File: config.mk
export PLATFORM = sky130hd
export DESIGN_NAME = rng_cmd_ctrl
export DESIGN_NICKNAME = d
export VERILOG_FILES = /design/src/rtl/rng_ctrl_pkg.sv /design/src/rtl/rng_cmd_decode.sv /design/src/rtl/rng_startup_test.sv /design/src/rtl/rng_word_latch.sv /design/src/rtl/rng_cmd_ctrl.sv
export SDC_FILE = /design/constraint.sdc
export NUM_CORES = 1
export LEC_CHECK = 0
export ABC_AREA = 1
export ABC_CLOCK_PERIOD_IN_PS = 2000
export BUFFER_PORTS_ARGS = -buffer_cell sky130_fd_sc_hd__buf_2
export CELL_PAD_IN_SITES_DETAIL_PLACEMENT = 1
export CELL_PAD_IN_SITES_GLOBAL_PLACEMENT = 1
export CORE_ASPECT_RATIO = 1.1
export CORE_UTILIZATION = 35
export CTS_CLUSTER_SIZE = 12
export DETAILED_ROUTE_END_ITERATION = 10
export GPL_TIMING_DRIVEN = 1
export PLACE_DENSITY_LB_ADDON = 0.12
export SETUP_SLACK_MARGIN = 0.4
export SYNTH_ARGS = -nofsm -noshare
export SYNTH_HDL_FRONTEND = slang
export SYNTH_SLANG_ARGS = --single-unit
export TNS_END_PERCENT = 100
File: constraint.sdc
create_clock -name clk -period 2 [get_ports clk]
set_input_delay 0.2 -clock clk [delete_from_list [all_inputs] [get_ports clk]]
set_output_delay 0.2 -clock clk [all_outputs]
set_load 0.005 [all_outputs]
File: src/rtl/rng_ctrl_pkg.sv
package rng_ctrl_pkg;

  localparam int unsigned WORD_W = 32;

  localparam logic [WORD_W-1:0] CODE_RESET    = 32'h0000_0001;
  localparam logic [WORD_W-1:0] CODE_RELEASE  = 32'h0000_0002;
  localparam logic [WORD_W-1:0] CODE_ENABLE   = 32'h8000_0000;
  localparam logic [WORD_W-1:0] CODE_ZEROIZE  = 32'h8000_0004;
  localparam logic [WORD_W-1:0] CODE_ACK_TEST = 32'h8000_0008;
  localparam logic [WORD_W-1:0] CODE_ACK_WORD = 32'h8000_000F;

  localparam logic [7:0] STAT_IDLE    = 8'h00;
  localparam logic [7:0] STAT_RST_ACK = 8'hAC;
  localparam logic [7:0] STAT_PASS    = 8'h57;
  localparam logic [7:0] STAT_FAIL    = 8'hFA;
  localparam logic [7:0] STAT_NEW     = 8'hED;

  localparam int unsigned OFS_CTRL = 0;
  localparam int unsigned OFS_STAT = 4;

  typedef enum logic [2:0] {
    OP_NONE, OP_RESET, OP_RELEASE, OP_ENABLE, OP_ZEROIZE, OP_ACK_TEST, OP_ACK_WORD
  } op_e;

  typedef enum logic [3:0] {
    ST_OFF, ST_HELD, ST_RELEASED, ST_ENABLED, ST_TESTING,
    ST_PASSED, ST_FAILED, ST_GATHER, ST_READY, ST_DRAINED
  } state_e;

  function automatic logic [7:0] status_of(state_e s);
    case (s)
      ST_HELD:   status_of = STAT_RST_ACK;
      ST_PASSED: status_of = STAT_PASS;
      ST_FAILED: status_of = STAT_FAIL;
      ST_READY:  status_of = STAT_NEW;
      default:   status_of = STAT_IDLE;
    endcase
  endfunction

endpackage

File: src/rtl/rng_cmd_decode.sv
module rng_cmd_decode
  import rng_ctrl_pkg::*;
#(
  parameter int unsigned ADDR_W = 4
) (
  input  logic              wr_en,
  input  logic [ADDR_W-1:0] addr,
  input  logic [WORD_W-1:0] wdata,
  output op_e               op
);

  always_comb begin
    op = OP_NONE;
    if (wr_en && (addr == ADDR_W'(OFS_CTRL))) begin
      case (wdata)
        CODE_RESET:    op = OP_RESET;
        CODE_RELEASE:  op = OP_RELEASE;
        CODE_ENABLE:   op = OP_ENABLE;
        CODE_ZEROIZE:  op = OP_ZEROIZE;
        CODE_ACK_TEST: op = OP_ACK_TEST;
        CODE_ACK_WORD: op = OP_ACK_WORD;
        default:       op = OP_NONE;
      endcase
    end
  end

endmodule

File: src/rtl/rng_startup_test.sv
module rng_startup_test
  import rng_ctrl_pkg::*;
#(
  parameter int unsigned NEED_SAMPLES = 64,
  parameter int unsigned REP_LIMIT    = 8,
  parameter int unsigned TIMEOUT_CYC  = 100000
) (
  input  logic              clk,
  input  logic              rst_n,
  input  logic              active,
  input  logic              ent_valid,
  input  logic [WORD_W-1:0] ent_data,
  output logic              pass_o,
  output logic              fail_o
);

  localparam int unsigned CNT_W = $clog2(NEED_SAMPLES + 1);
  localparam int unsigned RUN_W = $clog2(REP_LIMIT + 1);
  localparam int unsigned TMR_W = $clog2(TIMEOUT_CYC + 1);

  logic [CNT_W-1:0]  cnt_q;
  logic [RUN_W-1:0]  run_q;
  logic [TMR_W-1:0]  tmr_q;
  logic [WORD_W-1:0] last_q;
  logic              rep_hit_q;
  logic              enough, timed_out, same;

  assign enough    = (cnt_q == CNT_W'(NEED_SAMPLES));
  assign timed_out = (tmr_q == TMR_W'(TIMEOUT_CYC));
  assign same      = (cnt_q != '0) && (ent_data == last_q);

  always_ff @(posedge clk or negedge rst_n) begin
    if (!rst_n) begin
      cnt_q     <= '0;
      run_q     <= '0;
      tmr_q     <= '0;
      last_q    <= '0;
      rep_hit_q <= 1'b0;
    end else if (!active) begin
      cnt_q     <= '0;
      run_q     <= '0;
      tmr_q     <= '0;
      rep_hit_q <= 1'b0;
    end else begin
      if (!timed_out) tmr_q <= tmr_q + 1'b1;
      if (ent_valid) begin
        last_q <= ent_data;
        if (!enough) cnt_q <= cnt_q + 1'b1;
        if (same) begin
          if (run_q != RUN_W'(REP_LIMIT)) run_q <= run_q + 1'b1;
          if (run_q == RUN_W'(REP_LIMIT - 1)) rep_hit_q <= 1'b1;
        end else begin
          run_q <= RUN_W'(1);
        end
      end
    end
  end

  assign fail_o = rep_hit_q || (timed_out && !enough);
  assign pass_o = enough && !rep_hit_q;

endmodule

File: src/rtl/rng_word_latch.sv
module rng_word_latch
  import rng_ctrl_pkg::*;
(
  input  logic              clk,
  input  logic              rst_n,
  input  logic              load,
  input  logic [WORD_W-1:0] din,
  output logic [WORD_W-1:0] dout
);

  always_ff @(posedge clk or negedge rst_n) begin
    if (!rst_n)    dout <= '0;
    else if (load) dout <= din;
  end

endmodule

File: src/rtl/rng_cmd_ctrl.sv
module rng_cmd_ctrl
  import rng_ctrl_pkg::*;
#(
  parameter int unsigned ADDR_W       = 4,
  parameter int unsigned NEED_SAMPLES = 64,
  parameter int unsigned REP_LIMIT    = 8,
  parameter int unsigned TIMEOUT_CYC  = 100000
) (
  input  logic              clk,
  input  logic              rst_n,
  input  logic              reg_wr_en,
  input  logic [ADDR_W-1:0] reg_addr,
  input  logic [31:0]       reg_wdata,
  output logic [31:0]       reg_rdata,
  input  logic              ent_valid,
  input  logic [31:0]       ent_data
);

  op_e         op;
  state_e      st_q, st_d;
  logic        t_pass, t_fail, t_active, cap_load;
  logic [7:0]  stat_code;
  logic [31:0] held_word;

  rng_cmd_decode #(.ADDR_W(ADDR_W)) u_decode (
    .wr_en (reg_wr_en),
    .addr  (reg_addr),
    .wdata (reg_wdata),
    .op    (op)
  );

  assign t_active = (st_q == ST_TESTING);

  rng_startup_test #(
    .NEED_SAMPLES (NEED_SAMPLES),
    .REP_LIMIT    (REP_LIMIT),
    .TIMEOUT_CYC  (TIMEOUT_CYC)
  ) u_health (
    .clk       (clk),
    .rst_n     (rst_n),
    .active    (t_active),
    .ent_valid (ent_valid),
    .ent_data  (ent_data),
    .pass_o    (t_pass),
    .fail_o    (t_fail)
  );

  assign cap_load = (st_q == ST_GATHER) && ent_valid && (op != OP_RESET);

  rng_word_latch u_word (
    .clk   (clk),
    .rst_n (rst_n),
    .load  (cap_load),
    .din   (ent_data),
    .dout  (held_word)
  );

  always_comb begin
    st_d = st_q;
    if (op == OP_RESET) begin
      st_d = ST_HELD;
    end else begin
      case (st_q)
        ST_HELD:     if (op == OP_RELEASE)  st_d = ST_RELEASED;
        ST_RELEASED: if (op == OP_ENABLE)   st_d = ST_ENABLED;
        ST_ENABLED:  if (op == OP_ZEROIZE)  st_d = ST_TESTING;
        ST_TESTING: begin
          if (t_fail)      st_d = ST_FAILED;
          else if (t_pass) st_d = ST_PASSED;
        end
        ST_PASSED:   if (op == OP_ACK_TEST) st_d = ST_GATHER;
        ST_GATHER:   if (ent_valid)         st_d = ST_READY;
        ST_READY:    if (op == OP_ACK_WORD) st_d = ST_DRAINED;
        ST_DRAINED:  if (op == OP_ENABLE)   st_d = ST_GATHER;
        default:     st_d = st_q;
      endcase
    end
  end

  always_ff @(posedge clk or negedge rst_n) begin
    if (!rst_n) st_q <= ST_OFF;
    else        st_q <= st_d;
  end

  assign stat_code = status_of(st_q);

  always_comb begin
    if (reg_addr == ADDR_W'(OFS_CTRL))      reg_rdata = held_word;
    else if (reg_addr == ADDR_W'(OFS_STAT)) reg_rdata = {24'h0, stat_code};
    else                                    reg_rdata = '0;
  end

endmodule

## Word-level counts from Yosys, hierarchy flattened

Index checks and enable logic that the tools add are counted.

- Flip-flop bits (word level): 97
- Input port bits: 72
- Output and inout port bits: 32
- Word-level logic and storage cells: 98

- Add/subtract/negate cells: 3
- Eq/ne operators: 42
- Muxes and demuxes: 29
- Reductions and logical operators: 17

Operator list:

| kind | number |
|---|---|
| equality test 32 bit, second input constant | 4 |
| two-way mux 4 bit | 14 |
| two-way mux 17 bit | 2 |
| equality test 32 x 1 -> 1 bit, second input constant | 1 |
| equality test 32 x 2 -> 1 bit, second input constant | 1 |
| equality test 32 bit | 1 |
| two-way mux 32 bit | 1 |
| case mux 4 bit (8 select lines) | 1 |
| case mux 8 bit (4 select lines) | 1 |
| equality test 4 x 3 -> 1 bit, second input constant | 6 |
| two-way mux 7 bit | 3 |
| inequality test 3 bit, second input constant | 7 |
| case mux 3 bit (6 select lines) | 1 |
| adder 17 x 1 -> 17 bit, second input constant | 1 |
| equality test 17 bit, second input constant | 1 |
| inequality test 2 bit, second input constant | 5 |
| equality test 3 bit, second input constant | 3 |
| AND reduction 9 bit | 1 |
| nonzero test 9 bit | 1 |
| equality test 4 x 2 -> 1 bit, second input constant | 2 |
| equality test 4 bit, second input constant | 2 |
| two-way mux 8 bit | 1 |
| inequality test 4 bit, second input constant | 2 |
| adder 7 x 1 -> 7 bit, second input constant | 1 |
| other kinds (16) | 28 |

## Depth between registers and ports, before layout

- Word-level depth: 7
- Depth in mapped cells: 16
- Mapped depth without buffers: 16

## Modules after synthesis

A second synthesis with hierarchy kept.

- Cells, all modules: 907
- Area total of the unflattened synthesis: 6023.3 um^2

By module, submodules not included:

| module | instances | cells each | area an instance (um^2) | seq. area each (um^2) |
|---|---|---|---|---|
| rng_startup_test | 1 | 489 | 3445.8 | 1526.5 |
| rng_word_latch | 1 | 136 | 1292.5 | 800.8 |
| rng_cmd_ctrl | 1 | 177 | 854.6 | 100.1 |
| rng_cmd_decode | 1 | 105 | 430.4 | 0.0 |

## Worst setup path after synthesis

No wires, ideal clock.

- Path kind: register to register
- Start: register u_health.tmr_q[0]
- End: register st_q[1]
- Library setup time: 0.117 ns
- Arrival: 1.512 ns
- Data required time: 1.883 ns
- Path slack: 0.371 ns
- Cell stages (with the launch flop): 14
- Buffers on the path: 0
- Period minus slack after synthesis: 1.629 ns
- Cell sequence: dfrtp_1 > inv_1 > ha_1 > nand3_1 > nor3_1 > nand4_1 > nand4_1 > nand2_1 > inv_1 > nand2_2 > o21ai_2 > nand2_2 > nand2_1 > nand2_1

- Longest elaborated chain between the ends: 6
- Elaborated cells on any way between the ends: 8
- Those cells by class: eq/ne (2); mux (3); reduce/logical (3)

Ends and longest elaborated chain:

| item | line | RTL |
|---|---|---|
| from (decl) | rng_startup_test.sv:23 | `logic [TMR_W-1:0] tmr_q;` |
| from (signal assigned) | rng_startup_test.sv:45 | `if (!timed_out) tmr_q <= tmr_q + 1'b1;` |
| equality test 17 bit (*) | rng_startup_test.sv:29 | `assign timed_out = (tmr_q == TMR_W'(TIMEOUT_CYC));` |
| logical AND 1 bit (*) | rng_startup_test.sv:59 | `assign fail_o = rep_hit_q \|\| (timed_out && !enough);` |
| logical OR 1 bit (*) | rng_startup_test.sv:59 |  |
| two-way mux 4 bit | rng_cmd_ctrl.sv:68 | `if (t_fail) st_d = ST_FAILED;` |
| case mux 4 bit (8 select lines) | rng_cmd_ctrl.sv:63 | `case (st_q)` |
| two-way mux 4 bit | rng_cmd_ctrl.sv:60 | `if (op == OP_RESET) begin` |
| to (signal assigned) | rng_cmd_ctrl.sv:82 | `else st_q <= st_d;` |
| to (decl) | rng_cmd_ctrl.sv:20 | `state_e st_q, st_d;` |

Every way passes the cells marked *; elsewhere a longest branch is shown, timed or not.
A chain may end at the register's enable or synchronous reset.

## Final worst setup path

- Start: register st_q[3]
- End: register st_q[0]

- Longest elaborated chain between the ends: 3
- Elaborated cells on any way between the ends: 20
- Those cells by class: eq/ne (16); mux (2); reduce/logical (2)

Ends and longest elaborated chain:

| item | line |
|---|---|
| equality test 4 x 3 -> 1 bit, or another cell as far along | rng_cmd_ctrl.sv:63 |
| nonzero test 9 bit (no source line), or another cell as far along | -- |
| AND reduction 9 bit (no source line) / two-way mux 4 bit (equally long branches) | -- |

Parallel ways exist; a longest one is shown, timed or not.

==> qor.txt <==
Initial antenna violation count - 0
Setup violators final - 0
Clock Latency Late Sink - 0.35 ns
Buffers on Ports - 103
Syn avg cell area - 7.42 sq um
Mux cell area share after synthesis - 0
First-pass DRT Iterations - 4
Final core utilization - 0.516
Crit end category - flip-flop
Fin crit period - 1.93 ns
Hold depth - 3
Synth unique cells - 44
Core area - 15600 sq um
Critical path data arrival time - 2.17 ns
Kind of critical path - flip-flop to flip-flop
Via/cell ratio - 4.89
Main combinational cell family by area after synthesis - simple AND/OR/NAND/NOR gates
Clk pin slew, worst setup/hold paths - 0.07 ns
Full die area - 16400 sq um
Setup slack after layout - 0.0667 ns
Clock Skews - 0.00648 ns
Antenna diode count - 0
Leakage power - 4.15 nW
DRC Markers - 0
Adder-Cell Fraction of Synth Area - 0.0135
DP Wirelength - 11.3 mm
Chip Width - 122 um
FMAX - 517 MHz
CP max FO - 5
Synth warn - 0
Remaining Overflow, GRT - 0
R2R setup slack - 0.07 ns
Period Utilization, post-route - 0.967
Startpoint Class - flip-flop
Relative max-transition margin - 0.683
Clock tree buffer depth - 2
TritonCTS Buffers - 9
Root buffer cell - clkbuf_16
Vias in the first global route - 5804
Flops & latches, synth - 97
Req. time, crit path - 2.24 ns
Fin. max-slew vios - 0
H-tree depth - 3
CTS sink count - 97
Commonest non-fill, non-tap cell in the layout - nand2_1
Worst IR drop on VDD - 0.408 mV
Final hold vios - 0
Syn Std Cell Area - 5580 sq um
Placer Congestion - 0.813
Largest net degree at the start of global routing - 61
ANT nets after route - 0
Total number of vias - 5511
Max-cap violations - 0
Die H - 134 um
Most frequent cells in the layout - nand2_1 (124), inv_1 (118), buf_2 (102)
Count of nets after finishing - 1002
GRT Total Usage - 0.208
Area share of and/or/nand/nor cells after synthesis - 0.280
Syn nets - 829
Drt initial violations - 176
Xor-xnor portion of the synthesized cell area - 0.0487
Final wirelength - 18.6 mm
Initial core utilization - 0.357
Status - completed
Ports - 104
Area Growth Syn to Fin - 44.4%
Routed len/inst - 16.5 um
Layout cells sized above 1 - 0.404
RSZ-0062 raised after global routing - true
Actual slew at the worst max-slew pin - 0.476 ns
Compound-Gate Fraction of Synth Area - 0.108
Syn Inst Count - 751
Hold crit path type - input port to flip-flop
Register-to-Register Path Depth - 12
TritonCTS clock tree - built
First-pass GRT wire length - 27.0 mm
Sequential element share of the synthesized area - 0.435
Row count - 48
Post-Place Worst Slack - 0.0469 ns
Pwr/cell area - 515 nW/um^2
==> layout make-up <==
cell class / count / area (sq um)
Inverter: 143 / 542
Timing Repair Buffer: 177 / 1290
Fill cell: 1912 / 7560
Tap cell: 200 / 250
Sequential cell: 97 / 2430
Clock buffer: 10 / 239
Multi-Input combinational cell: 496 / 3270
Clock inverter: 5 / 31.3
==> state kept, by name, indices dropped and copies added, names as in the netlist <==
register            flops
u_health.rep_hit_q      1
u_health.run_q          4
u_health.last_q        32
u_word.dout            32
u_health.cnt_q          7
u_health.tmr_q         17
st_q                    4
==> per-stage QoR <==
stage	std cells	hold slack (ns)	power (mW)	cell area (sq um)	setup TNS [ns]
global route	1128	0.117	4.34	8050	-0.355
finish	1128	0.111	4.15	8050	0
floorplan	751	-0.0956	2.27	5580	0
global placement	1052	0.188	2.45	6390	0
CTS	1090	0.0963	4.15	7090	0
detailed placement	1052	0.189	2.47	6390	0
==> power by group <==
group,internal [mW],leakage [nW],switching (mW),total [mW]
registers,2.03,1.28,0.0584,2.09
logic,0.178,2.74,0.225,0.403
clock network,0.870,0.135,0.790,1.66
total,3.07,4.15,1.07,4.15
==> per-layer routing <==
metal / share of wire / track usage
met5: 0 / 0
met1: 0.41 / 0.239
met3: 0.028 / 0.0327
met4: 0.019 / 0.0786
met2: 0.54 / 0.383
==> cells by family after synthesis <==
kind of cell	after synthesis
compound gates	115
fa+ha+maj	6
flops	97
simple gates	343
xor+xnor	31
buf+inv	159
==> critical path: stages, from the launching register on <==
cell,delay [ns]
dfrtp_2,0.48
inv_1,0.15
nand4_1,0.20
nand2_1,0.16
nor3_1,0.06
a21oi_1,0.16
nand2_1,0.10
inv_2,0.06
nand2_2,0.05
o21ai_2,0.14
nand2_2,0.11
nand2_1,0.09
nand2_1,0.06
==> final timing paths <==
path,end,startpoint
max in group asynchronous,u_health.last_q[22]$_DFFE_PN0P_,rst_n
worst max register to register,st_q[0]$_DFFE_PN0P_,st_q[3]$_DFFE_PN0P_
worst min register to register,u_health.tmr_q[7]$_DFFE_PN0P_,u_health.tmr_q[7]$_DFFE_PN0P_
worst min-delay path,u_health.last_q[17]$_DFFE_PN0P_,ent_data[17]
worst max-delay path,st_q[0]$_DFFE_PN0P_,st_q[3]$_DFFE_PN0P_
min in group asynchronous,st_q[2]$_DFFE_PN0P_,rst_n
==> cell usage after synthesis (all sizes together) <==
cell     number  area share
a211oi        1      0.0013
clkinv        1     0.00067
o21bai        1      0.0013
a21oi        16       0.014
nand3b        1      0.0013
xnor2        15       0.024
nand2       184        0.13
o22ai         1      0.0011
nor2         84       0.064
nor4          5      0.0067
a31oi         2      0.0022
and3          2      0.0022
a22o          1      0.0016
o2111ai       1      0.0016
nor3b         2      0.0027
o21ai        90       0.082
ha            6       0.013
o211ai        1      0.0013
clkbuf        8      0.0054
nand3        26       0.027
o31ai         1      0.0013
nor3         19       0.018
inv         142       0.096
or2           3      0.0038
buf           8       0.012
nand4        17       0.021
dfrtp        97        0.44
xor2         16       0.025
==> timing repair <==
action | in CTS | in global routing
resized for setup | 76 | 160
hold buffers | 1 | 0
pin swaps | 18 | 46
buffers inserted | 22 | 26
hold endpoints to repair | 31 | 0
setup endpoints to repair | 96 | 98
cloned | 0 | 12
(Power assumes the default switching activity.)
